$ cat src/rtl/rtc_pkg.sv
package rtc_pkg;
  typedef enum logic [2:0] {
    SEL_TSEC  = 3'd0,
    SEL_TFRAC = 3'd1,
    SEL_ASEC  = 3'd2,
    SEL_AFRAC = 3'd3,
    SEL_CTL   = 3'd4,
    SEL_STAT  = 3'd5,
    SEL_IEN   = 3'd6
  } reg_sel_e;

  localparam int CTL_RUN_BIT   = 3;
  localparam int CTL_SOFT_BIT  = 17;
  localparam int CTL_HARD_BIT  = 18;
  localparam int ST_FAIL_BIT   = 0;
  localparam int ST_NVAL_BIT   = 1;
  localparam int ST_OVF_BIT    = 2;
  localparam int ST_ALARM_BIT  = 4;
  localparam int IEN_ALARM_BIT = 4;
endpackage

$ cat src/rtl/rtc_ctrl.sv
module rtc_ctrl (
  input  logic clk,
  input  logic rst_n,
  input  logic wr_ctl,
  input  logic wr_ien,
  input  logic run_d,
  input  logic soft_d,
  input  logic hard_d,
  input  logic ien_d,
  output logic run_en,
  output logic soft_lock,
  output logic hard_lock,
  output logic ien_alarm
);
  always_ff @(posedge clk) begin
    if (!rst_n) begin
      run_en    <= 1'b0;
      soft_lock <= 1'b0;
      hard_lock <= 1'b0;
      ien_alarm <= 1'b0;
    end else begin
      if (wr_ctl) begin
        run_en    <= run_d;
        soft_lock <= soft_lock | soft_d;
        hard_lock <= hard_lock | hard_d;
      end
      if (wr_ien) ien_alarm <= ien_d;
    end
  end

  // lock bits survive any control write once set
  assert_lock_sticky_R7: assert property (@(posedge clk) disable iff (!rst_n)
    (soft_lock || hard_lock) |=> (soft_lock || hard_lock));
endmodule

$ cat src/rtl/rtc_time_cnt.sv
module rtc_time_cnt #(
  parameter int SEC_W  = 32,
  parameter int FRAC_W = 15
) (
  input  logic              clk,
  input  logic              rst_n,
  input  logic              tick,
  input  logic              go,
  input  logic              wr_sec,
  input  logic              wr_frac,
  input  logic [SEC_W-1:0]  sec_d,
  input  logic [FRAC_W-1:0] frac_d,
  input  logic              clr_ovf,
  output logic [SEC_W-1:0]  sec,
  output logic [FRAC_W-1:0] frac,
  output logic              ovf
);
  localparam int CW = SEC_W + FRAC_W;

  logic [CW-1:0] cnt_q;
  logic [CW-1:0] cnt_nxt;
  logic          carry;
  logic          run;

  assign {carry, cnt_nxt} = {1'b0, cnt_q} + {{CW{1'b0}}, 1'b1};
  assign run  = tick && go && !ovf && !wr_sec && !wr_frac;
  assign sec  = cnt_q[CW-1:FRAC_W];
  assign frac = cnt_q[FRAC_W-1:0];

  always_ff @(posedge clk) begin
    if (!rst_n) begin
      cnt_q <= '0;
      ovf   <= 1'b0;
    end else begin
      if (wr_sec)       cnt_q <= {sec_d, {FRAC_W{1'b0}}};
      else if (wr_frac) cnt_q[FRAC_W-1:0] <= frac_d;
      else if (run)     cnt_q <= cnt_nxt;
      if (run && carry)  ovf <= 1'b1;
      else if (clr_ovf)  ovf <= 1'b0;
    end
  end

  // an allowed tick moves the count up by exactly one
  assert_step_R2: assert property (@(posedge clk) disable iff (!rst_n)
    (run && !carry) |=> (cnt_q == CW'($past(cnt_q) + 1'b1)));
  // with no allowed tick and no write the count holds
  assert_hold_R3: assert property (@(posedge clk) disable iff (!rst_n)
    (!(tick && go && !ovf) && !wr_sec && !wr_frac) |=> $stable(cnt_q));
  // wrap lands on zero with the flag raised
  assert_wrap_R4: assert property (@(posedge clk) disable iff (!rst_n)
    (run && carry) |=> (ovf && cnt_q == '0));
endmodule

$ cat src/rtl/rtc_alarm.sv
module rtc_alarm #(
  parameter int SEC_W = 32
) (
  input  logic             clk,
  input  logic             rst_n,
  input  logic [SEC_W-1:0] sec,
  input  logic             wr_asec,
  input  logic [SEC_W-1:0] asec_d,
  input  logic             clr_flag,
  input  logic             ien,
  output logic [SEC_W-1:0] asec,
  output logic             flag,
  output logic             irq
);
  logic match;
  logic match_q;
  logic rise;

  assign match = (sec == asec);
  assign rise  = match && !match_q;
  assign irq   = flag && ien;

  always_ff @(posedge clk) begin
    if (!rst_n) begin
      asec    <= '1;
      match_q <= 1'b0;
      flag    <= 1'b0;
    end else begin
      if (wr_asec) asec <= asec_d;
      match_q <= match;
      if (rise)          flag <= 1'b1;
      else if (clr_flag) flag <= 1'b0;
    end
  end

  // a fresh equality raises the flag on the following edge
  assert_alarm_set_R8: assert property (@(posedge clk) disable iff (!rst_n)
    rise |=> flag);
  // a clear with no new equality drops the flag
  assert_alarm_clr_R9: assert property (@(posedge clk) disable iff (!rst_n)
    (clr_flag && !rise) |=> !flag);
endmodule

$ cat src/rtl/sec_rtc_core.sv
module sec_rtc_core #(
  parameter int SEC_W  = 32,
  parameter int FRAC_W = 15
) (
  input  logic        clk,
  input  logic        rst_n,
  input  logic        tick,
  input  logic        nonvalid,
  input  logic        failure,
  input  logic        wr_en,
  input  logic [2:0]  wr_addr,
  input  logic [31:0] wr_data,
  input  logic [2:0]  rd_addr,
  output logic [31:0] rd_data,
  output logic        alarm_flag,
  output logic        ovf_flag,
  output logic        alarm_irq
);
  import rtc_pkg::*;

  logic              run_en, soft_lock, hard_lock, ien_alarm;
  logic              locked, go;
  logic              wr_sec, wr_frac, wr_asec, wr_ctl, wr_ien, wr_stat;
  logic [SEC_W-1:0]  sec, asec;
  logic [FRAC_W-1:0] frac;

  assign locked  = soft_lock || hard_lock;
  assign go      = run_en && !nonvalid && !failure;
  assign wr_sec  = wr_en && (wr_addr == SEL_TSEC)  && !locked;
  assign wr_frac = wr_en && (wr_addr == SEL_TFRAC) && !locked;
  assign wr_asec = wr_en && (wr_addr == SEL_ASEC);
  assign wr_ctl  = wr_en && (wr_addr == SEL_CTL);
  assign wr_ien  = wr_en && (wr_addr == SEL_IEN);
  assign wr_stat = wr_en && (wr_addr == SEL_STAT);

  rtc_ctrl u_ctrl (
    .clk      (clk),
    .rst_n    (rst_n),
    .wr_ctl   (wr_ctl),
    .wr_ien   (wr_ien),
    .run_d    (wr_data[CTL_RUN_BIT]),
    .soft_d   (wr_data[CTL_SOFT_BIT]),
    .hard_d   (wr_data[CTL_HARD_BIT]),
    .ien_d    (wr_data[IEN_ALARM_BIT]),
    .run_en   (run_en),
    .soft_lock(soft_lock),
    .hard_lock(hard_lock),
    .ien_alarm(ien_alarm)
  );

  rtc_time_cnt #(.SEC_W(SEC_W), .FRAC_W(FRAC_W)) u_cnt (
    .clk    (clk),
    .rst_n  (rst_n),
    .tick   (tick),
    .go     (go),
    .wr_sec (wr_sec),
    .wr_frac(wr_frac),
    .sec_d  (wr_data[SEC_W-1:0]),
    .frac_d (wr_data[FRAC_W-1:0]),
    .clr_ovf(wr_stat && wr_data[ST_OVF_BIT]),
    .sec    (sec),
    .frac   (frac),
    .ovf    (ovf_flag)
  );

  rtc_alarm #(.SEC_W(SEC_W)) u_alarm (
    .clk     (clk),
    .rst_n   (rst_n),
    .sec     (sec),
    .wr_asec (wr_asec),
    .asec_d  (wr_data[SEC_W-1:0]),
    .clr_flag(wr_stat && wr_data[ST_ALARM_BIT]),
    .ien     (ien_alarm),
    .asec    (asec),
    .flag    (alarm_flag),
    .irq     (alarm_irq)
  );

  always_comb begin
    rd_data = '0;
    case (rd_addr)
      SEL_TSEC:  rd_data = 32'(sec);
      SEL_TFRAC: rd_data = 32'(frac);
      SEL_ASEC:  rd_data = 32'(asec);
      SEL_CTL: begin
        rd_data[CTL_RUN_BIT]  = run_en;
        rd_data[CTL_SOFT_BIT] = soft_lock;
        rd_data[CTL_HARD_BIT] = hard_lock;
      end
      SEL_STAT: begin
        rd_data[ST_FAIL_BIT]  = failure;
        rd_data[ST_NVAL_BIT]  = nonvalid;
        rd_data[ST_OVF_BIT]   = ovf_flag;
        rd_data[ST_ALARM_BIT] = alarm_flag;
      end
      SEL_IEN:   rd_data[IEN_ALARM_BIT] = ien_alarm;
      default:   rd_data = '0;
    endcase
  end

  // a locked unit keeps its time across an attempted seconds write
  assert_locked_time_R7: assert property (@(posedge clk) disable iff (!rst_n)
    (locked && wr_en && wr_addr == SEL_TSEC && !(tick && go && !ovf_flag)) |=> $stable(sec));
endmodule

$ cat config.mk
export PLATFORM = sky130hd
export DESIGN_NAME = sec_rtc_core
export DESIGN_NICKNAME = d
export VERILOG_FILES = /design/src/rtl/rtc_pkg.sv /design/src/rtl/rtc_ctrl.sv /design/src/rtl/rtc_time_cnt.sv /design/src/rtl/rtc_alarm.sv /design/src/rtl/sec_rtc_core.sv
export SDC_FILE = /design/constraint.sdc
export NUM_CORES = 1
export LEC_CHECK = 0
export BUFFER_PORTS_ARGS = -buffer_cell sky130_fd_sc_hd__buf_4
export CAP_MARGIN = 30
export CELL_PAD_IN_SITES_DETAIL_PLACEMENT = 1
export CELL_PAD_IN_SITES_GLOBAL_PLACEMENT = 1
export CORE_ASPECT_RATIO = 1.75
export CORE_MARGIN = 4
export CORE_UTILIZATION = 40
export CTS_BUF_LIST = sky130_fd_sc_hd__clkbuf_4 sky130_fd_sc_hd__clkbuf_8
export CTS_CLUSTER_SIZE = 16
export DETAILED_ROUTE_END_ITERATION = 10
export GPL_TIMING_DRIVEN = 0
export PLACE_DENSITY_LB_ADDON = 0.25
export SYNTH_ARGS = -nofsm -noshare
export SYNTH_HDL_FRONTEND = slang
export SYNTH_HIERARCHICAL = 1
export SYNTH_SLANG_ARGS = --single-unit
$ cat constraint.sdc
create_clock -name clk -period 2.3 [get_ports clk]
set_input_delay 0 -clock clk [delete_from_list [all_inputs] [get_ports clk]]
set_output_delay 0 -clock clk [all_outputs]
set_load 0.02 [all_outputs]
---- Word-level counts from Yosys, hierarchy flattened ----
Index checks and enable logic that the tools add are counted.
word-level totals
  input bits .............................. 44
  flip-flop bits (word level) ............. 86
  logic and storage cells ................. 75
  output and inout bits ................... 35
cells by class
  muxes and demuxes ....................... 14
  eq/ne operators ......................... 12
  add/sub/neg operators ................... 1
  bitwise gates (word level) .............. 3
  reduce and logical (&&, ||, !) cells .... 35
operator list
  kind                   count
  $mux 47                2
  $add 47x1->48 const B  1
  $pmux 12 s3            1
  $eq 32x32->1           1
  $mux 32                1
  $pmux 13 s2            1
  $logic_and 1x1->1      19
  $eq 3x3->1 const B     6
  $mux 15                1
  $pmux 3 s4             1
  $reduce_bool 2->1      4
  $logic_not 1->1        7
  $eq 3x1->1 const B     2
  $eq 3x2->1 const B     2
  $logic_not 3->1        2
  $pmux 2 s3             1
  $pmux 1 s5             1
  $mux 1                 4
  $pmux 1 s4             1
  $ne 2x1->1 const B     1
  $or 1x1->1             2
  $reduce_and 2->1       1
  $reduce_or 2->1        1
  $logic_or 1x1->1       1
  $not 1->1              1

---- Depth between registers and ports, before layout ----
Gate-level depths: netlist of run 1.
  depth after elaboration ................. 10
  depth in mapped cells ................... 10
  depth with buffers taken out ............ 8

---- Cells and area by module ----
Netlist of run 1, hierarchy kept.
modules (own cells, without submodules)
  module        cells each  sequential area each (um2)  area each (um2)  instances
  rtc_time_cnt  384         960.9                       2,947.8          1
  rtc_alarm     157         680.7                       1,537.7          1
  sec_rtc_core  129         0.0                         857.1            1
  rtc_ctrl      12          80.1                        135.1            1

---- Least setup slack after synthesis of run 1 ----
Ideal clock, no wire load.
  path kind ............................... register to register
  start point ............................. register u_ctrl.soft_lock
  end point ............................... register u_cnt.cnt_q[44]
  setup time .............................. 0.122 ns
  cell stages (with the launch flop) ...... 10
  path buffers ............................ 2
  slack ................................... 0.007 ns
  period minus slack after synthesis ...... 2.293 ns
  required time ........................... 2.178 ns
  arrival time ............................ 2.171 ns
  cell sequence ........................... dfxtp_1 or4_1 nor2_1 buf_6 and4bb_1 buf_4 nand2_4 or4_4 o31a_1 o311a_1
on the way
  word-level cells in the longest chain between the ends .. 8
ends and longest elaborated chain
  what                             RTL line            RTL
  from (decl)                      rtc_ctrl.sv:11      output logic soft_lock,
  from (signal assigned)           rtc_ctrl.sv:24      soft_lock <= soft_lock | soft_d;
  $logic_or 1x1->1 (*)             sec_rtc_core.sv:27  assign locked = soft_lock || hard_lock;
  $logic_not 1->1 (*)              sec_rtc_core.sv:29  assign wr_sec = wr_en && (wr_addr == SEL_TSEC) && !locked;
  $logic_and 1x1->1 (*)            sec_rtc_core.sv:29
  via wr_sec                       sec_rtc_core.sv:23  logic wr_sec, wr_frac, wr_asec, wr_ctl, wr_ien, wr_stat;
  $logic_not 1->1                  rtc_time_cnt.sv:26  assign run = tick && go && !ovf && !wr_sec && !wr_frac;
  $logic_and 1x1->1 (2 in a row)   rtc_time_cnt.sv:26
  $reduce_bool 2->1 (no line)      -
  $reduce_and 2->1 (no line)       -
  to (signal assigned)             rtc_time_cnt.sv:35  if (wr_sec) cnt_q <= {sec_d, {FRAC_W{1'b0}}};
  to (signal, indexed assignment)  rtc_time_cnt.sv:36  else if (wr_frac) cnt_q[FRAC_W-1:0] <= frac_d;
  to (signal assigned)             rtc_time_cnt.sv:37  else if (run) cnt_q <= cnt_nxt;
  to (decl)                        rtc_time_cnt.sv:20  logic [CW-1:0] cnt_q;
The timed path passes the listed nets; every way through them passes the cells marked *.
A chain may end at the register's enable or synchronous reset.

---- Final worst setup path of run 1 ----
  start point ............................. register u_cnt.cnt_q[15]
  end point ............................... register u_cnt.cnt_q[44]
on the way
  word-level cells in the longest chain between the ends .. 4
ends and longest elaborated chain
  what           RTL line            RTL
  $add 47x1->48  rtc_time_cnt.sv:25  assign {carry, cnt_nxt} = {1'b0, cnt_q} + {{CW{1'b0}}, 1'b1};
  $mux 47        rtc_time_cnt.sv:37
  $mux 32        rtc_time_cnt.sv:36
  $mux 47        rtc_time_cnt.sv:35
Every way passes these cells. The select of a mux whose other input is x is not followed.

==> impl_metrics.prom, run 1 <==
# TYPE chip_impl_metric gauge
chip_impl_info{name="result_of_the_run",value="complete, but fails checks"} 1
chip_impl_info{name="failed_checks",value="setup timing"} 1
chip_impl_metric{name="buffer_ports.inserted",unit=""} 78
chip_impl_metric{name="remaining_drcs",unit=""} 0
chip_impl_metric{name="drt_pass1_iterations",unit=""} 6
chip_impl_metric{name="crit_arrival",unit="ps"} 2570
chip_impl_metric{name="comb_power_share",unit="%"} 17.0
chip_impl_metric{name="power_density",unit="nW/um^2"} 446.2
chip_impl_metric{name="placedCellCount",unit=""} 935
chip_impl_metric{name="synthesis.nets",unit=""} 727
chip_impl_metric{name="antenna_found_initial",unit=""} 0
chip_impl_metric{name="ratio_of_cells_with_drive_above_1_in_the_final_layout",unit="%"} 22.28
chip_impl_metric{name="grt_pass1_wl",unit="um"} 35800
chip_impl_info{name="min-delay-path-class",value="in2reg"} 1
chip_impl_info{name="rsz_0062_raised_after_global_routing",value="yes"} 1
chip_impl_metric{name="global_route.overflow_total",unit=""} 0
chip_impl_metric{name="instances_no_fill",unit=""} 1009
chip_impl_metric{name="slew_headroom",unit="%"} 50.68
chip_impl_metric{name="power.net_switching",unit="mW"} 0.9401
chip_impl_metric{name="ys_types",unit=""} 61
chip_impl_metric{name="gr-usage-all-layers",unit="%"} 30.40
chip_impl_info{name="critPathKind",value="reg2reg"} 1
chip_impl_metric{name="clkPwrFrac",unit="%"} 34.1
chip_impl_metric{name="finalHoldViolCount",unit=""} 0
chip_impl_metric{name="preCtsSetupSlack",unit="ps"} -876.9
chip_impl_metric{name="power.share.sequential",unit="%"} 48.9
chip_impl_metric{name="hpwlAfterDp",unit="um"} 17680
chip_impl_metric{name="cts_max_path_buffers",unit=""} 2
chip_impl_metric{name="cp_required",unit="ps"} 2560
chip_impl_metric{name="post-route-period-util",unit="%"} 100.7
chip_impl_metric{name="cts_sinks",unit=""} 86
chip_impl_metric{name="final.setup.worst_slack",unit="ps"} -15.68
chip_impl_metric{name="cp_max_fo",unit=""} 9
chip_impl_info{name="clock_tree_from_tritoncts",value="done"} 1
chip_impl_metric{name="core_area",unit="sq um"} 13450
chip_impl_metric{name="postSynthRegisterBits",unit=""} 86
chip_impl_info{name="start_kind",value="flip-flop"} 1
chip_impl_metric{name="maxCapViolCount",unit=""} 0
chip_impl_metric{name="fin_crit",unit="ps"} 2316
chip_impl_metric{name="ys_async_sr_fraction",unit="%"} 0
chip_impl_metric{name="design.die.area",unit="sq um"} 15700
chip_impl_metric{name="synthesis.instances",unit=""} 682
chip_impl_metric{name="num_antenna_cells",unit=""} 0
chip_impl_metric{name="internal-power",unit="mW"} 2.294
chip_impl_metric{name="cts.htree.levels",unit=""} 3
chip_impl_info{name="critical_path.endpoint_type",value="flip-flop"} 1
chip_impl_metric{name="setup_violations",unit=""} 1
chip_impl_metric{name="synth.avg_cell_area",unit="sq um"} 8.032
chip_impl_metric{name="viasPerCell",unit=""} 6.010
chip_impl_metric{name="row_count",unit=""} 56
chip_impl_metric{name="flow.area_growth_from_synthesis",unit="%"} 32.32
chip_impl_metric{name="post_layout_net_count",unit=""} 876
chip_impl_metric{name="synth.yosys.seq_area_share",unit="%"} 31.43
chip_impl_metric{name="design_power_total",unit="mW"} 3.234
chip_impl_info{name="cts-root-buf",value="clkbuf_8"} 1
chip_impl_metric{name="static-leakage-power",unit="nW"} 2.696
chip_impl_metric{name="floorplan.io_pins",unit=""} 79
chip_impl_metric{name="maxClockFrequency",unit="GHz"} 0.4318
chip_impl_metric{name="synth_edf_count",unit=""} 0
chip_impl_metric{name="worst_setup_hold_path_clk_slew",unit="ps"} 90
chip_impl_metric{name="total_wire_length_after_detailed_routing",unit="um"} 23850
chip_impl_metric{name="netSwitchingFraction",unit="%"} 29.07
chip_impl_metric{name="grt_max_degree",unit=""} 14
chip_impl_metric{name="globalplace.congestion",unit=""} 0.9430
chip_impl_metric{name="worstSkewPairLatency",unit="ps"} 370
chip_impl_metric{name="synth.cell_area",unit="sq um"} 5478
chip_impl_metric{name="initial_core_util",unit="%"} 40.72
chip_impl_metric{name="floorplan.die.width",unit="um"} 96.46
chip_impl_metric{name="worst-slew-pin-transition",unit="ps"} 739.9
chip_impl_metric{name="final_report_max_slew_violation_count",unit=""} 0
chip_impl_info{name="postSynth.topFlopCell",value="dfxtp_1"} 1
chip_impl_metric{name="cts_made_buffers",unit=""} 9
chip_impl_metric{name="ys.warnings.count",unit=""} 6
chip_impl_metric{name="worst_ir_drop_on_vdd",unit="mV"} 0.2492
chip_impl_metric{name="finalClockSkew",unit="ps"} 10.89
chip_impl_metric{name="grt_pass1_vias",unit=""} 6257
chip_impl_metric{name="vias",unit=""} 6064
chip_impl_metric{name="wire_per_inst",unit="um"} 23.64
chip_impl_metric{name="final_core_util",unit="%"} 53.88
chip_impl_metric{name="antenna_violating_nets_post_route",unit=""} 0
chip_impl_metric{name="drt-initial-drc-count",unit=""} 452
chip_impl_metric{name="die_h",unit="um"} 162.8
==> per-layer routing <==
metal,global-route usage (%),wire length [um],vias up
li1,-,-,2778
met1,32.93,8772,2990
met2,54.28,12530,219
met3,4.161,1001,77
met4,18.14,1551,0
met5,0,0,-
==> cell usage after synthesis (2+ instances only) <==
cell / count / area share (%)
mux2i_1: 64 / 12
a211oi_1: 8 / 1.1
nor2_1: 41 / 2.8
or2_1: 2 / 0.23
buf_6: 5 / 1.0
and3_1: 9 / 1.0
o2111ai_1: 2 / 0.32
nor4_1: 19 / 2.2
a2bb2oi_1: 2 / 0.32
or2_0: 11 / 1.3
o311ai_0: 2 / 0.32
nor3_1: 11 / 1.0
nor2b_1: 7 / 0.80
nand4_1: 28 / 3.2
xnor2_1: 39 / 6.2
o22ai_1: 3 / 0.34
o31a_1: 2 / 0.32
dfxtp_1: 86 / 31
a22oi_1: 3 / 0.41
and2_1: 11 / 1.3
xor2_1: 13 / 2.1
or3_1: 9 / 1.0
clkbuf_1: 19 / 1.3
nand2_1: 92 / 6.3
buf_2: 11 / 1.0
or4_1: 8 / 1.1
and4_1: 5 / 0.80
nor3b_1: 3 / 0.41
o21ai_0: 27 / 2.5
mux2_2: 5 / 1.0
a31oi_1: 13 / 1.5
a32oi_1: 3 / 0.48
buf_4: 2 / 0.27
a21oi_1: 38 / 3.5
nand2b_1: 3 / 0.34
buf_1: 2 / 0.14
o211ai_1: 9 / 1.2
nand3_1: 31 / 2.8
inv_1: 12 / 0.82
==> path summary, 6_finish.rpt <==
kind	from	endpoint	slack [ps]	cells after the start
max	u_cnt/cnt_q[15]	u_cnt/cnt_q[44]	-20	5
min	wr_addr[0]	u_alarm/flag	160	4
max reg2reg	u_cnt/cnt_q[15]	u_cnt/cnt_q[44]	-20	5
min reg2reg	u_alarm/match_q	u_alarm/flag	470	1
==> final cells by class <==
cell class,instances,area (sq um)
Fill cell,1677,6205
Multi-Input combinational cell,544,3667
Sequential cell,86,1733
Timing Repair Buffer,139,1147
Buffer,38,246.5
Tap cell,174,217.7
Clock buffer,11,138.9
Clock inverter,4,48.80
Inverter,13,48.80
==> power by group through the flow <==
stage               logic (mW)  registers [mW]  clock network, mW
floorplan                0.263            1.60                  0
global placement         0.471            1.61                  0
detailed placement       0.483            1.62                  0
CTS                      0.538            1.58               1.12
global route             0.584            1.59               1.18
finish                   0.549            1.58               1.10
==> repair_timing <==
item	CTS	global route
hold buffers	33	0
setup buffers	12	13
setup endpoints to repair	45	38
gates resized for setup	37	21
pin swaps	9	12
cloned	1	1
endpoints found under the hold margin	75	0
==> logic make-up (layout without fill, tap and decap cells) <==
| logic type | after synthesis | after routing | synth area share, % |
|---|---|---|---|
| XOR/XNOR | 52 | 52 | 8.314 |
| adder cells (fa/ha/maj) | 1 | 1 | 0.2284 |
| multiplexers | 69 | 69 | 12.72 |
| buffers and inverters | 52 | 205 | 4.637 |
| AO/OA/AOI/OAI | 121 | 121 | 13.87 |
| AND/OR/NAND/NOR | 301 | 301 | 28.80 |
| flip-flops | 86 | 86 | 31.43 |
==> metrics by stage <==
step	TNS, ps	cell area (sq um)	hold WS (ps)
2_1_floorplan	0	5478	128.2
3_3_place_gp	-19990	6281	231.1
3_5_place_dp	-18140	6286	233.6
4_1_cts	0	7068	130.9
5_1_grt	-179.8	7248	163.4
6_report	-15.68	7248	155.3
==> critical path, cell delays in order (launching register included) <==
cell and delay (ps):
dfxtp_1 480, and3_1 290, nand4_4 250, or4_4 610, o31a_1 290, o311a_1 280
==> flip-flops by register name (all words and copies together), names as in the netlist <==
register and cells:
u_cnt/cnt_q 47, u_alarm/asec 32, u_cnt/ovf 1, u_ctrl/run_en 1, u_ctrl/soft_lock 1, u_ctrl/hard_lock 1, u_ctrl/ien_alarm 1, u_alarm/match_q 1
u_alarm/flag 1
==> layout by cell type (no fill, tap or decap), drive strengths merged, types with 3 or more instances in the layout <==
cell type | netlist | routed
buf | 20 | 127
nand2 | 93 | 93
dfxtp | 86 | 86
mux2i | 64 | 64
nor2 | 41 | 41
xnor2 | 39 | 39
a21oi | 38 | 38
dlygate4sd3 | 0 | 33
nand3 | 31 | 31
nand4 | 29 | 29
clkbuf | 19 | 28
o21ai | 27 | 27
nor4 | 21 | 21
or2 | 14 | 14
xor2 | 13 | 13
a31oi | 13 | 13
inv | 12 | 12
and2 | 11 | 11
nor3 | 11 | 11
o211ai | 9 | 9
and3 | 9 | 9
or3 | 9 | 9
or4 | 9 | 9
a211oi | 8 | 8
nor2b | 7 | 7
mux2 | 5 | 5
and4 | 5 | 5
clkinv | 1 | 4
a32oi | 3 | 3
a22oi | 3 | 3
nand2b | 3 | 3
o22ai | 3 | 3
nor3b | 3 | 3
Note: power is estimated with default switching activity, not from simulation.
==> run 2: changes to the inputs <==
--- a/config.mk
+++ b/config.mk
@@ -5,13 +5,14 @@
 export SDC_FILE = /design/constraint.sdc
 export NUM_CORES = 1
 export LEC_CHECK = 0
+export ABC_AREA = 1
 export BUFFER_PORTS_ARGS = -buffer_cell sky130_fd_sc_hd__buf_4
 export CAP_MARGIN = 30
 export CELL_PAD_IN_SITES_DETAIL_PLACEMENT = 1
 export CELL_PAD_IN_SITES_GLOBAL_PLACEMENT = 1
 export CORE_ASPECT_RATIO = 1.75
 export CORE_MARGIN = 4
-export CORE_UTILIZATION = 40
+export CORE_UTILIZATION = 38
 export CTS_BUF_LIST = sky130_fd_sc_hd__clkbuf_4 sky130_fd_sc_hd__clkbuf_8
 export CTS_CLUSTER_SIZE = 16
 export DETAILED_ROUTE_END_ITERATION = 10
==> impl_metrics.prom, run 2 <==
# TYPE chip_impl_metric gauge
chip_impl_metric{name="cp_required",unit="ps"} 2540
chip_impl_metric{name="global_route.overflow_total",unit=""} 0
chip_impl_info{name="postSynth.topFlopCell",value="dfxtp_1"} 1
chip_impl_metric{name="synthesis.instances",unit=""} 1111
chip_impl_metric{name="gr-usage-all-layers",unit="%"} 31.19
chip_impl_metric{name="buffer_ports.inserted",unit=""} 76
chip_impl_metric{name="cts_made_buffers",unit=""} 9
chip_impl_metric{name="row_count",unit=""} 62
chip_impl_metric{name="floorplan.die.width",unit="um"} 106.6
chip_impl_info{name="min-delay-path-class",value="in2reg"} 1
chip_impl_info{name="critPathKind",value="reg2reg"} 1
chip_impl_info{name="clock_tree_from_tritoncts",value="done"} 1
chip_impl_metric{name="worstSkewPairLatency",unit="ps"} 380
chip_impl_metric{name="slew_headroom",unit="%"} 42.81
chip_impl_metric{name="globalplace.congestion",unit=""} 0.9414
chip_impl_metric{name="worst_ir_drop_on_vdd",unit="mV"} 0.2442
chip_impl_info{name="start_kind",value="flip-flop"} 1
chip_impl_info{name="regMostFlops",value="u_cnt/cnt_q"} 1
chip_impl_metric{name="final_report_max_slew_violation_count",unit=""} 0
chip_impl_metric{name="remaining_drcs",unit=""} 0
chip_impl_metric{name="initial_core_util",unit="%"} 38.94
chip_impl_metric{name="worst_setup_hold_path_clk_slew",unit="ps"} 100
chip_impl_metric{name="antenna_violating_nets_post_route",unit=""} 0
chip_impl_metric{name="static-leakage-power",unit="nW"} 3.391
chip_impl_metric{name="die_h",unit="um"} 180.5
chip_impl_metric{name="post_layout_net_count",unit=""} 1277
chip_impl_metric{name="viasPerCell",unit=""} 5.461
chip_impl_metric{name="worst-slew-pin-transition",unit="ps"} 857.9
chip_impl_info{name="leading_registers_by_flop_count",value="u_cnt/cnt_q (47), u_alarm/asec (32)"} 1
chip_impl_metric{name="total_wire_length_after_detailed_routing",unit="um"} 30230
chip_impl_metric{name="largest_register_ffs",unit=""} 47
chip_impl_info{name="rsz_0062_raised_after_global_routing",value="no"} 1
chip_impl_metric{name="hpwlAfterDp",unit="um"} 23370
chip_impl_metric{name="floorplan.io_pins",unit=""} 79
chip_impl_info{name="result_of_the_run",value="finished clean"} 1
chip_impl_metric{name="synth_top_area_share",unit="%"} 26.64
chip_impl_metric{name="num_antenna_cells",unit=""} 0
chip_impl_info{name="synth_top_cells_by_count",value="nand2_1 (376), nor2_1 (133), inv_1 (131), dfxtp_1 (86), nand3_1 (85)"} 1
chip_impl_metric{name="finalHoldViolCount",unit=""} 0
chip_impl_metric{name="setup_violations",unit=""} 0
chip_impl_metric{name="core_area",unit="sq um"} 16600
chip_impl_info{name="synth.most_common_cell",value="nand2_1"} 1
chip_impl_metric{name="maxCapViolCount",unit=""} 0
chip_impl_metric{name="grt_max_degree",unit=""} 15
chip_impl_info{name="netlist_top_cells_area",value="dfxtp_1 (27%), nand2_1 (22%), nor2_1 (7.7%)"} 1
chip_impl_metric{name="wire_per_inst",unit="um"} 20.69
chip_impl_metric{name="synth.cell_area",unit="sq um"} 6464
chip_impl_metric{name="drt_pass1_iterations",unit=""} 5
chip_impl_info{name="critical-path-slowest-cell",value="dfxtp_1"} 1
chip_impl_metric{name="cts.htree.levels",unit=""} 3
chip_impl_metric{name="crit_arrival",unit="ps"} 2420
chip_impl_metric{name="synthesis.nets",unit=""} 1156
chip_impl_metric{name="post-route-period-util",unit="%"} 94.86
chip_impl_info{name="cts-root-buf",value="clkbuf_8"} 1
chip_impl_metric{name="fin_crit",unit="ps"} 2182
chip_impl_metric{name="antenna_found_initial",unit=""} 0
chip_impl_metric{name="final.setup.tns",unit="ps"} 0
chip_impl_metric{name="drt-initial-drc-count",unit=""} 473
chip_impl_metric{name="synth.yosys.seq_area_share",unit="%"} 26.64
chip_impl_info{name="netlist.top_cell.by_area",value="dfxtp_1"} 1
chip_impl_metric{name="ys_types",unit=""} 44
chip_impl_metric{name="design_power_total",unit="mW"} 3.426
chip_impl_metric{name="power_density",unit="nW/um^2"} 434.6
chip_impl_metric{name="cpPeakStageDelay",unit="ps"} 360
chip_impl_metric{name="ratio_of_cells_with_drive_above_1_in_the_final_layout",unit="%"} 14.15
chip_impl_info{name="critPathMostFrequentCell",value="nor2_1"} 1
chip_impl_metric{name="cts_max_path_buffers",unit=""} 2
chip_impl_info{name="critical_path.endpoint_type",value="flip-flop"} 1
chip_impl_metric{name="vias",unit=""} 7979
chip_impl_metric{name="cts_sinks",unit=""} 86
chip_impl_info{name="layout_common_cells",value="nand2_1 (376), nor2_1 (133), inv_1 (131), dfxtp_1 (86), nand3_1 (85)"} 1
chip_impl_metric{name="maxClockFrequency",unit="GHz"} 0.4584
chip_impl_metric{name="ys.warnings.count",unit=""} 6
chip_impl_info{name="critical_path_cell_list",value="nor2_1 > nand2_1 > nor2_1 > buf_4 > inv_2 > nand3_2 > nor2_4 > nor2_4 > inv_2 > buf_4 > o21ai_1 > a21oi_1 > nor2_1"} 1
chip_impl_metric{name="synth.avg_cell_area",unit="sq um"} 5.818
chip_impl_metric{name="design.die.area",unit="sq um"} 19240
chip_impl_metric{name="postSynthRegisterBits",unit=""} 86
chip_impl_metric{name="finalClockSkew",unit="ps"} 8.816
chip_impl_metric{name="cp_max_fo",unit=""} 10
chip_impl_metric{name="grt_pass1_vias",unit=""} 8105
chip_impl_metric{name="synth_edf_count",unit=""} 0
chip_impl_metric{name="final_core_util",unit="%"} 47.48
chip_impl_info{name="mostFrequentLayoutCell",value="nand2_1"} 1
chip_impl_metric{name="grt_pass1_wl",unit="um"} 45600
chip_impl_metric{name="flow.area_growth_from_synthesis",unit="%"} 21.95
chip_impl_metric{name="ys_async_sr_fraction",unit="%"} 0
-- run 2: cell types whose count changed after synthesis, sizes merged, moves of 21 or more --
cell	delta
nor4	-21
nand3	+62
nand2	+299
o21ai	+25
mux2i	-64
nor2	+112
xnor2	-27
inv	+127
-- run 2: metrics by stage --
| stage | hold WS, ps | area (sq um) | cells | setup slack [ps] |
|---|---|---|---|---|
| 5_1_grt | 67.70 | 7883 | 1461 | 11.02 |
| 4_1_cts | 20.49 | 7873 | 1460 | 9.767 |
| 2_1_floorplan | 97.63 | 6464 | 1111 | 706.7 |
| 3_5_place_dp | 244.1 | 7315 | 1411 | 44.91 |
| 3_3_place_gp | 228.4 | 7315 | 1411 | 92.32 |
| 6_report | 34.16 | 7883 | 1461 | 118.3 |
-- run 2: repair_timing --
| item | 4_1_cts | 5_1_grt |
|---|---|---|
| setup buffers | 0 | 1 |
| endpoints found under the hold margin | 59 | 0 |
| resized for setup | 0 | 4 |
| setup endpoints to repair | 0 | 16 |
| hold buffers | 33 | 0 |
-- run 2: cells by family (layout without fill, tap and decap cells) --
kind of cell | Yosys count | after routing | synth area share (%)
DFF | 86 | 86 | 26.64
AOI/OAI and AO/OA | 137 | 137 | 11.60
buffers and inverters | 174 | 300 | 10.92
and+or+nand+nor | 692 | 692 | 47.70
xor gates and xnor gates | 21 | 21 | 2.962
adders and majority gates | 1 | 1 | 0.1935
-- run 2: final cells by class --
cell class | count | area, sq um
well taps | 224 | 280.3
plain buffers | 35 | 186.4
fillers | 2380 | 8718
multi-input cells | 851 | 4036
inverters | 139 | 521.8
clock buffers | 11 | 145.1
repair buffers | 110 | 908.4
flip-flops and latches | 86 | 1722
clock inverters | 5 | 82.58
-- run 2: power by group --
part           switching (mW)  total [mW]  internal, mW
Combinational           0.339       0.553         0.214
Sequential             0.0586        1.58          1.53
Clock                   0.632        1.29         0.657
Total                    1.03        3.43          2.40
-- run 2: worst paths after layout --
path	startpoint	to	slack, ps	cells past startpoint
max	u_ctrl/hard_lock	u_cnt/cnt_q[43]	120	13
min	wr_addr[1]	u_ctrl/ien_alarm	30	5
max reg2reg	u_ctrl/hard_lock	u_cnt/cnt_q[43]	120	13
min reg2reg	u_ctrl/soft_lock	u_ctrl/soft_lock	470	2
-- run 2: critical path: cells and delay by family, from the launching register on --
family / cells / cell delay, ps
simple gates: 7 / 680
flops: 1 / 360
compound gates: 2 / 230
buf+inv: 4 / 770
-- run 2: layer usage --
metal	GRT usage (%)	share of wire (%)	vias to the layer above
met3	3.514	4.6	119
li1	-	-	3777
met5	0	0	-
met2	55.05	50	293
met1	33.81	37	3790
met4	22.27	8.0	0
